--- src/rtl/dga_pkg.sv ---
package dga_pkg;

  typedef enum logic [3:0] {
    CLS_FX      = 4'd0,
    CLS_FX_LEAD = 4'd1,
    CLS_LOAD    = 4'd2,
    CLS_STORE   = 4'd3,
    CLS_FLOAT   = 4'd4,
    CLS_CRF     = 4'd5,
    CLS_SPREG   = 4'd6,
    CLS_VALU    = 4'd7,
    CLS_VPERM   = 4'd8,
    CLS_BRANCH  = 4'd9,
    CLS_PSEUDO  = 4'd10
  } iclass_e;

  typedef enum logic [1:0] {
    VD_ACCEPT = 2'd0,
    VD_HAZARD = 2'd1,
    VD_NOOP   = 2'd2
  } verdict_e;

  // resource indices: pair-capped first, single-capped after
  localparam int RES_FX    = 0;
  localparam int RES_LS    = 1;
  localparam int RES_FP    = 2;
  localparam int RES_CRF   = 3;
  localparam int RES_SPREG = 4;
  localparam int RES_VALU  = 5;
  localparam int RES_VPERM = 6;
  localparam int NUM_RES   = 7;
  localparam int NUM_PAIR  = 3;

  function automatic logic is_pseudo(logic [3:0] c);
    return c >= 4'(CLS_PSEUDO);
  endfunction

  function automatic logic is_lead_only(logic [3:0] c);
    return (c == 4'(CLS_FX_LEAD)) || (c == 4'(CLS_CRF)) || (c == 4'(CLS_SPREG));
  endfunction

  function automatic logic [NUM_RES-1:0] res_mask(logic [3:0] c);
    logic [NUM_RES-1:0] m;
    m = '0;
    case (c)
      4'(CLS_FX), 4'(CLS_FX_LEAD): m[RES_FX]    = 1'b1;
      4'(CLS_LOAD), 4'(CLS_STORE): m[RES_LS]    = 1'b1;
      4'(CLS_FLOAT):               m[RES_FP]    = 1'b1;
      4'(CLS_CRF):                 m[RES_CRF]   = 1'b1;
      4'(CLS_SPREG):               m[RES_SPREG] = 1'b1;
      4'(CLS_VALU):                m[RES_VALU]  = 1'b1;
      4'(CLS_VPERM):               m[RES_VPERM] = 1'b1;
      default:                     m = '0;
    endcase
    return m;
  endfunction

  function automatic int res_cap(int r, int pair_cap);
    return (r < NUM_PAIR) ? pair_cap : 1;
  endfunction

endpackage

--- src/rtl/dga_res_cnt.sv ---
module dga_res_cnt #(
  parameter int CAP = 2,
  localparam int CW = (CAP < 2) ? 1 : $clog2(CAP + 1)
) (
  input  logic clk_i,
  input  logic rst_ni,
  input  logic clr_i,
  input  logic inc_i,
  output logic full_o
);

  logic [CW-1:0] cnt_q;

  always_ff @(posedge clk_i or negedge rst_ni) begin
    if (!rst_ni)                 cnt_q <= '0;
    else if (clr_i)              cnt_q <= '0;
    else if (inc_i && !full_o)   cnt_q <= cnt_q + CW'(1);
  end

  assign full_o = (cnt_q >= CW'(CAP));

endmodule

--- src/rtl/dga_state.sv ---
module dga_state
  import dga_pkg::*;
#(
  parameter int SLOTS    = 5,
  parameter int PAIR_CAP = 2,
  localparam int SW = $clog2(SLOTS)
) (
  input  logic               clk_i,
  input  logic               rst_ni,
  input  logic               blk_start_i,
  input  logic               commit_i,
  input  logic [3:0]         commit_cls_i,
  input  logic               commit_ctr_wr_i,
  input  logic               advance_i,
  output logic [SW-1:0]      slot_cnt_o,
  output logic [NUM_RES-1:0] res_full_o,
  output logic               ctr_set_o
);

  logic [SW-1:0]      slot_q;
  logic               ctr_q;
  logic               bump;
  logic               last_slot;
  logic               close;
  logic [NUM_RES-1:0] inc_mask;

  assign last_slot = (slot_q == SW'(SLOTS - 1));
  assign bump      = commit_i || advance_i;
  // any close clears every counter; start-of-block acts the same way
  assign close     = blk_start_i
                   || (commit_i && (commit_cls_i == 4'(CLS_BRANCH)))
                   || (bump && last_slot);
  assign inc_mask  = commit_i ? res_mask(commit_cls_i) : '0;

  always_ff @(posedge clk_i or negedge rst_ni) begin
    if (!rst_ni) begin
      slot_q <= '0;
      ctr_q  <= 1'b0;
    end else if (close) begin
      slot_q <= '0;
      ctr_q  <= 1'b0;
    end else begin
      if (bump)                        slot_q <= slot_q + SW'(1);
      if (commit_i && commit_ctr_wr_i) ctr_q  <= 1'b1;
    end
  end

  for (genvar r = 0; r < NUM_RES; r++) begin : g_res
    dga_res_cnt #(.CAP(res_cap(r, PAIR_CAP))) i_cnt (
      .clk_i  (clk_i),
      .rst_ni (rst_ni),
      .clr_i  (close),
      .inc_i  (inc_mask[r]),
      .full_o (res_full_o[r])
    );
  end

  assign slot_cnt_o = slot_q;
  assign ctr_set_o  = ctr_q;

endmodule

--- src/rtl/dga_verdict.sv ---
module dga_verdict
  import dga_pkg::*;
#(
  parameter int SLOTS = 5,
  localparam int SW = $clog2(SLOTS)
) (
  input  logic               valid_i,
  input  logic [3:0]         cls_i,
  input  logic               ctr_br_i,
  input  logic [SW-1:0]      slot_cnt_i,
  input  logic [NUM_RES-1:0] res_full_i,
  input  logic               ctr_set_i,
  output verdict_e           verdict_o
);

  logic cap_hit;
  logic lead_bad;
  logic last_bad;
  logic is_br;

  assign is_br    = (cls_i == 4'(CLS_BRANCH));
  assign cap_hit  = |(res_full_i & res_mask(cls_i));
  assign lead_bad = is_lead_only(cls_i) && (slot_cnt_i != '0);
  assign last_bad = (slot_cnt_i == SW'(SLOTS - 1)) && !is_br;

  always_comb begin
    verdict_o = VD_ACCEPT;
    if (valid_i && !is_pseudo(cls_i)) begin
      if (cap_hit || lead_bad || last_bad) verdict_o = VD_HAZARD;
      else if (is_br && ctr_br_i && ctr_set_i) verdict_o = VD_NOOP;
    end
  end

endmodule

--- src/rtl/dga_slot_alloc.sv ---
module dga_slot_alloc
  import dga_pkg::*;
#(
  parameter int SLOTS    = 5,
  parameter int PAIR_CAP = 2,
  localparam int SW = $clog2(SLOTS)
) (
  input  logic          clk_i,
  input  logic          rst_ni,
  input  logic          blk_start_i,
  input  logic          cand_valid_i,
  input  logic [3:0]    cand_class_i,
  input  logic          cand_ctr_wr_i,
  input  logic          cand_ctr_br_i,
  input  logic          issue_i,
  input  logic          advance_i,
  output logic [1:0]    verdict_o,
  output logic [SW-1:0] slot_cnt_o
);

  logic [NUM_RES-1:0] res_full;
  logic               ctr_set;
  logic               commit;
  verdict_e           verdict;

  dga_verdict #(.SLOTS(SLOTS)) i_verdict (
    .valid_i    (cand_valid_i),
    .cls_i      (cand_class_i),
    .ctr_br_i   (cand_ctr_br_i),
    .slot_cnt_i (slot_cnt_o),
    .res_full_i (res_full),
    .ctr_set_i  (ctr_set),
    .verdict_o  (verdict)
  );

  // only an accepted real instruction consumes a slot; advance yields to it
  assign commit = cand_valid_i && issue_i && (verdict == VD_ACCEPT)
               && !is_pseudo(cand_class_i);

  dga_state #(.SLOTS(SLOTS), .PAIR_CAP(PAIR_CAP)) i_state (
    .clk_i           (clk_i),
    .rst_ni          (rst_ni),
    .blk_start_i     (blk_start_i),
    .commit_i        (commit),
    .commit_cls_i    (cand_class_i),
    .commit_ctr_wr_i (cand_ctr_wr_i),
    .advance_i       (advance_i && !commit),
    .slot_cnt_o      (slot_cnt_o),
    .res_full_o      (res_full),
    .ctr_set_o       (ctr_set)
  );

  assign verdict_o = verdict;

endmodule

--- config.mk ---
export PLATFORM = sky130hd
export DESIGN_NAME = dga_slot_alloc
export DESIGN_NICKNAME = d
export VERILOG_FILES = /design/src/rtl/dga_pkg.sv /design/src/rtl/dga_res_cnt.sv /design/src/rtl/dga_state.sv /design/src/rtl/dga_verdict.sv /design/src/rtl/dga_slot_alloc.sv
export SDC_FILE = /design/constraint.sdc
export NUM_CORES = 1
export LEC_CHECK = 0
export ABC_AREA = 0
export BUFFER_PORTS_ARGS = -buffer_cell sky130_fd_sc_hd__buf_2
export CAP_MARGIN = 15
export CORE_MARGIN = 1.5
export CORE_UTILIZATION = 24
export CTS_CLUSTER_DIAMETER = 100
export DETAILED_ROUTE_END_ITERATION = 10
export SETUP_SLACK_MARGIN = 0.02
export SLEW_MARGIN = 10
export SYNTH_ARGS = -nofsm -noshare
export SYNTH_HDL_FRONTEND = slang
export SYNTH_SLANG_ARGS = --single-unit
--- constraint.sdc ---
create_clock -name clk_i -period 2.7 [get_ports clk_i]
set_input_delay 0.27 -clock clk_i [delete_from_list [all_inputs] [get_ports clk_i]]
set_output_delay 0.27 -clock clk_i [all_outputs]
set_load 0.005 [all_outputs]
==> impl_metrics.yaml <==
logic_synthesis:
  yosysTopAreaCell: "dfrtp_1"
  avgSynthCellArea_um2: 8.97
  synth_common_cells: "14 x dfrtp_1, 13 x inv_1, 10 x a21oi_1"
  ys_warn_count: 0
  async_flop_share_pct: 100
  syn_area_um2: 1040
  ys_seq_area_share_pct: 33.7
  syn_nets: 133
  synth_edf_count: 0
  postSynthCellCount: 116
  synth-seq-cells: 14
  yosysTopAreaCellShare_pct: 33.7
  ys.flop_type: "dfrtp_1"
  yosys-top-cells-area: "dfrtp_1 34%, ha_1 6.0%, a21oi_1 4.8%, inv_1 4.7%, a41oi_1 3.4%"
  yosysMostFrequentCell: "dfrtp_1"
  synthDistinctLibCells: 40
worst_setup_path:
  critPathTopFamily: "simple AND/OR/NAND/NOR gates"
  cp_max_fo: 12
  cp.required_ns: 2.84
  worstSetupPathType: "reg -> reg"
  ff2ff_setup_slack_ns: 0.29
  rr_endpoint: "i_state.slot_cnt_o[1]"
  crit_path_start_kind: "flip-flop"
  slowest_stage: "nor4_2"
  path_buf_inv: 0
  crit_chain: "ha_1, nor3_1, nor4_1, nor4_2, a21oi_1, mux2i_1"
  ff2ff_path_depth: 6
  r2r_start: "i_state.g_res[0].i_cnt.cnt_q[1]"
  arrival_ns: 2.55
  crit_path_end_kind: "flip-flop"
  cpPeakStageDelay_ns: 0.95
timing:
  fin_worst_skew_ns: 0.00414
  rsz0062_at_grt: "no"
  tightest_slew_ns: 1.11
  fin_setup_tns_ns: 0
  relSlewSlack_pct: 25.6
  period_share_pct: 89.3
  final_max_slew_viol_count: 0
  max_freq_mhz: 415
  fin_crit_ns: 2.41
  whs_ns: 0.331
  setup_viol: 0
  finalHoldViolations: 0
  layout_setup_ws_ns: 0.288
final_layout:
  drive_gt1_share_pct: 24.8
  multiInputGateArea_um2: 589
  final_cells: 183
  synthToLayoutAreaGrowth_pct: 17.1
  fill_cells: 442
  antenna_cells: 0
  finish.net_count: 151
  post-route-util_pct: 29.8
  seq_area_um2: 350
  final_area_um2: 1220
hold_path:
  hp-start: "cand_ctr_wr_i"
  hold_path.class: "in -> reg"
  whs_path_depth: 3
  hold-path-endpoint: "i_state.ctr_set_o"
floorplanning:
  dieArea_um2: 4740
  rows: 23
  core_um2: 4090
  pin_count: 17
  fp.dieW_um: 68.9
  die_y_um: 68.9
  start_util_pct: 25.5
clock_tree:
  cts_hold_buffers: 1
  cts_tree: "yes"
  cts_num_sinks: 14
  clock_path_buffers: 2
  cts.reportedPaths.clkPinSlew_ns: 0.06
  clockRootBuffer: "clkbuf_8"
  clk_latency_ns: 0.25
  post_cts_resized: 0
  cts_made_buffers: 3
  cts-htree-levels: 1
  cts_setup_buffers: 0
global_route:
  antenna_found_initial: 0
  grt_pass1_vias: 860
  grt_max_degree: 15
  grt_overflow: 0
  gr-usage-all-layers_pct: 10.9
  grt_pass1_wl_um: 3860
flow_run:
  maxCapViolations: 0
power:
  power_density_nw_per_um2: 433
  peakVddDrop_mv: 0.136
  p_leak_nw: 0.562
  power.total_mw: 0.528
placement:
  gp_congestion: 0.823
  dp_worst_setup_slack_ns: 0.304
  place_hpwl_um: 1810
  place_inst: 178
  place_area_um2: 1150
  port_buffers: 16
detailed_routing:
  met1_length_um: 1210
  drt_iter0_drc: 114
  dr_total_vias: 943
  routedWlPerCell_um: 13.5
  vias_per_cell: 5.15
  dr_wl_met2_um: 1090
  drc_errors: 0
  highest_layer: "met4"
  first_pass_iters: 4
  wl_met3_um: 113
  ant_nets: 0
  totalWireLength_um: 2460
status:
  outcome: "finished, final reports clean"
[tightest hold or removal path, delay by kind of cell]
family	cells	cell delay [ns]
AOI/OAI and AO/OA	2	0.18
buffers and inverters	1	0.08
[state kept, by name, indices dropped and copies added, names as in the netlist]
signal                     flops
i_state.g_res.i_cnt.cnt_q     10
i_state.ctr_set_o              1
i_state.slot_cnt_o             3
[placed cells by master (no fill, tap or decap), drive strengths merged, types with 3 or more instances in the layout]
cell type   n
ha          5
nand3       3
a31o        3
a31oi       4
nor4        5
and3        4
nor3        4
buf        19
nand4       3
dfrtp      14
a21oi      11
clkbuf      4
nor2        3
a41oi       4
inv        13
nor2b       4
nand2       6
[power by group]
part | leakage (nW) | switching (mW) | internal [mW]
logic | 0.340 | 0.0589 | 0.0372
clock network | 0.0288 | 0.0815 | 0.129
registers | 0.193 | 0.00493 | 0.216
[metal layers]
layer / vias to the layer above / track usage (%)
met1: 443 / 14.4
met5: - / 0
met3: 4 / 0.812
li1: 471 / -
met4: 0 / 5.88
met2: 25 / 17.7
[worst max path at each step]
stage | startpoint | to | slack, ns | cells past startpoint
2_1_floorplan | i_state.g_res[1].i_cnt.cnt_q[1] | i_state.g_res[0].i_cnt.cnt_q[0] | 0.79 | 7
3_3_place_gp | i_state.g_res[0].i_cnt.cnt_q[1] | i_state.g_res[2].i_cnt.cnt_q[0] | 0.36 | 7
3_5_place_dp | i_state.g_res[0].i_cnt.cnt_q[1] | i_state.slot_cnt_o[1] | 0.30 | 6
4_1_cts | i_state.g_res[0].i_cnt.cnt_q[1] | i_state.slot_cnt_o[1] | 0.31 | 6
5_1_grt | i_state.g_res[0].i_cnt.cnt_q[1] | i_state.slot_cnt_o[1] | 0.08 | 6
6_report | i_state.g_res[0].i_cnt.cnt_q[1] | i_state.slot_cnt_o[1] | 0.29 | 6
[area by class of cell]
class | count | area share, %
Inverter | 13 | 4.00
Multi-Input combinational cell | 82 | 48.4
Tap cell | 50 | 5.13
Clock buffer | 4 | 4.52
Sequential cell | 14 | 28.7
Timing Repair Buffer | 20 | 9.24
[cell families after synthesis]
kind of cell               share of synthesized area, %
adders and majority gates                          6.01
AOI/OAI and AO/OA                                  22.6
DFF                                                33.7
muxes                                              2.40
buffers and inverters                              9.73
and+or+nand+nor                                    25.6
Power figures use the tool's default switching activity.
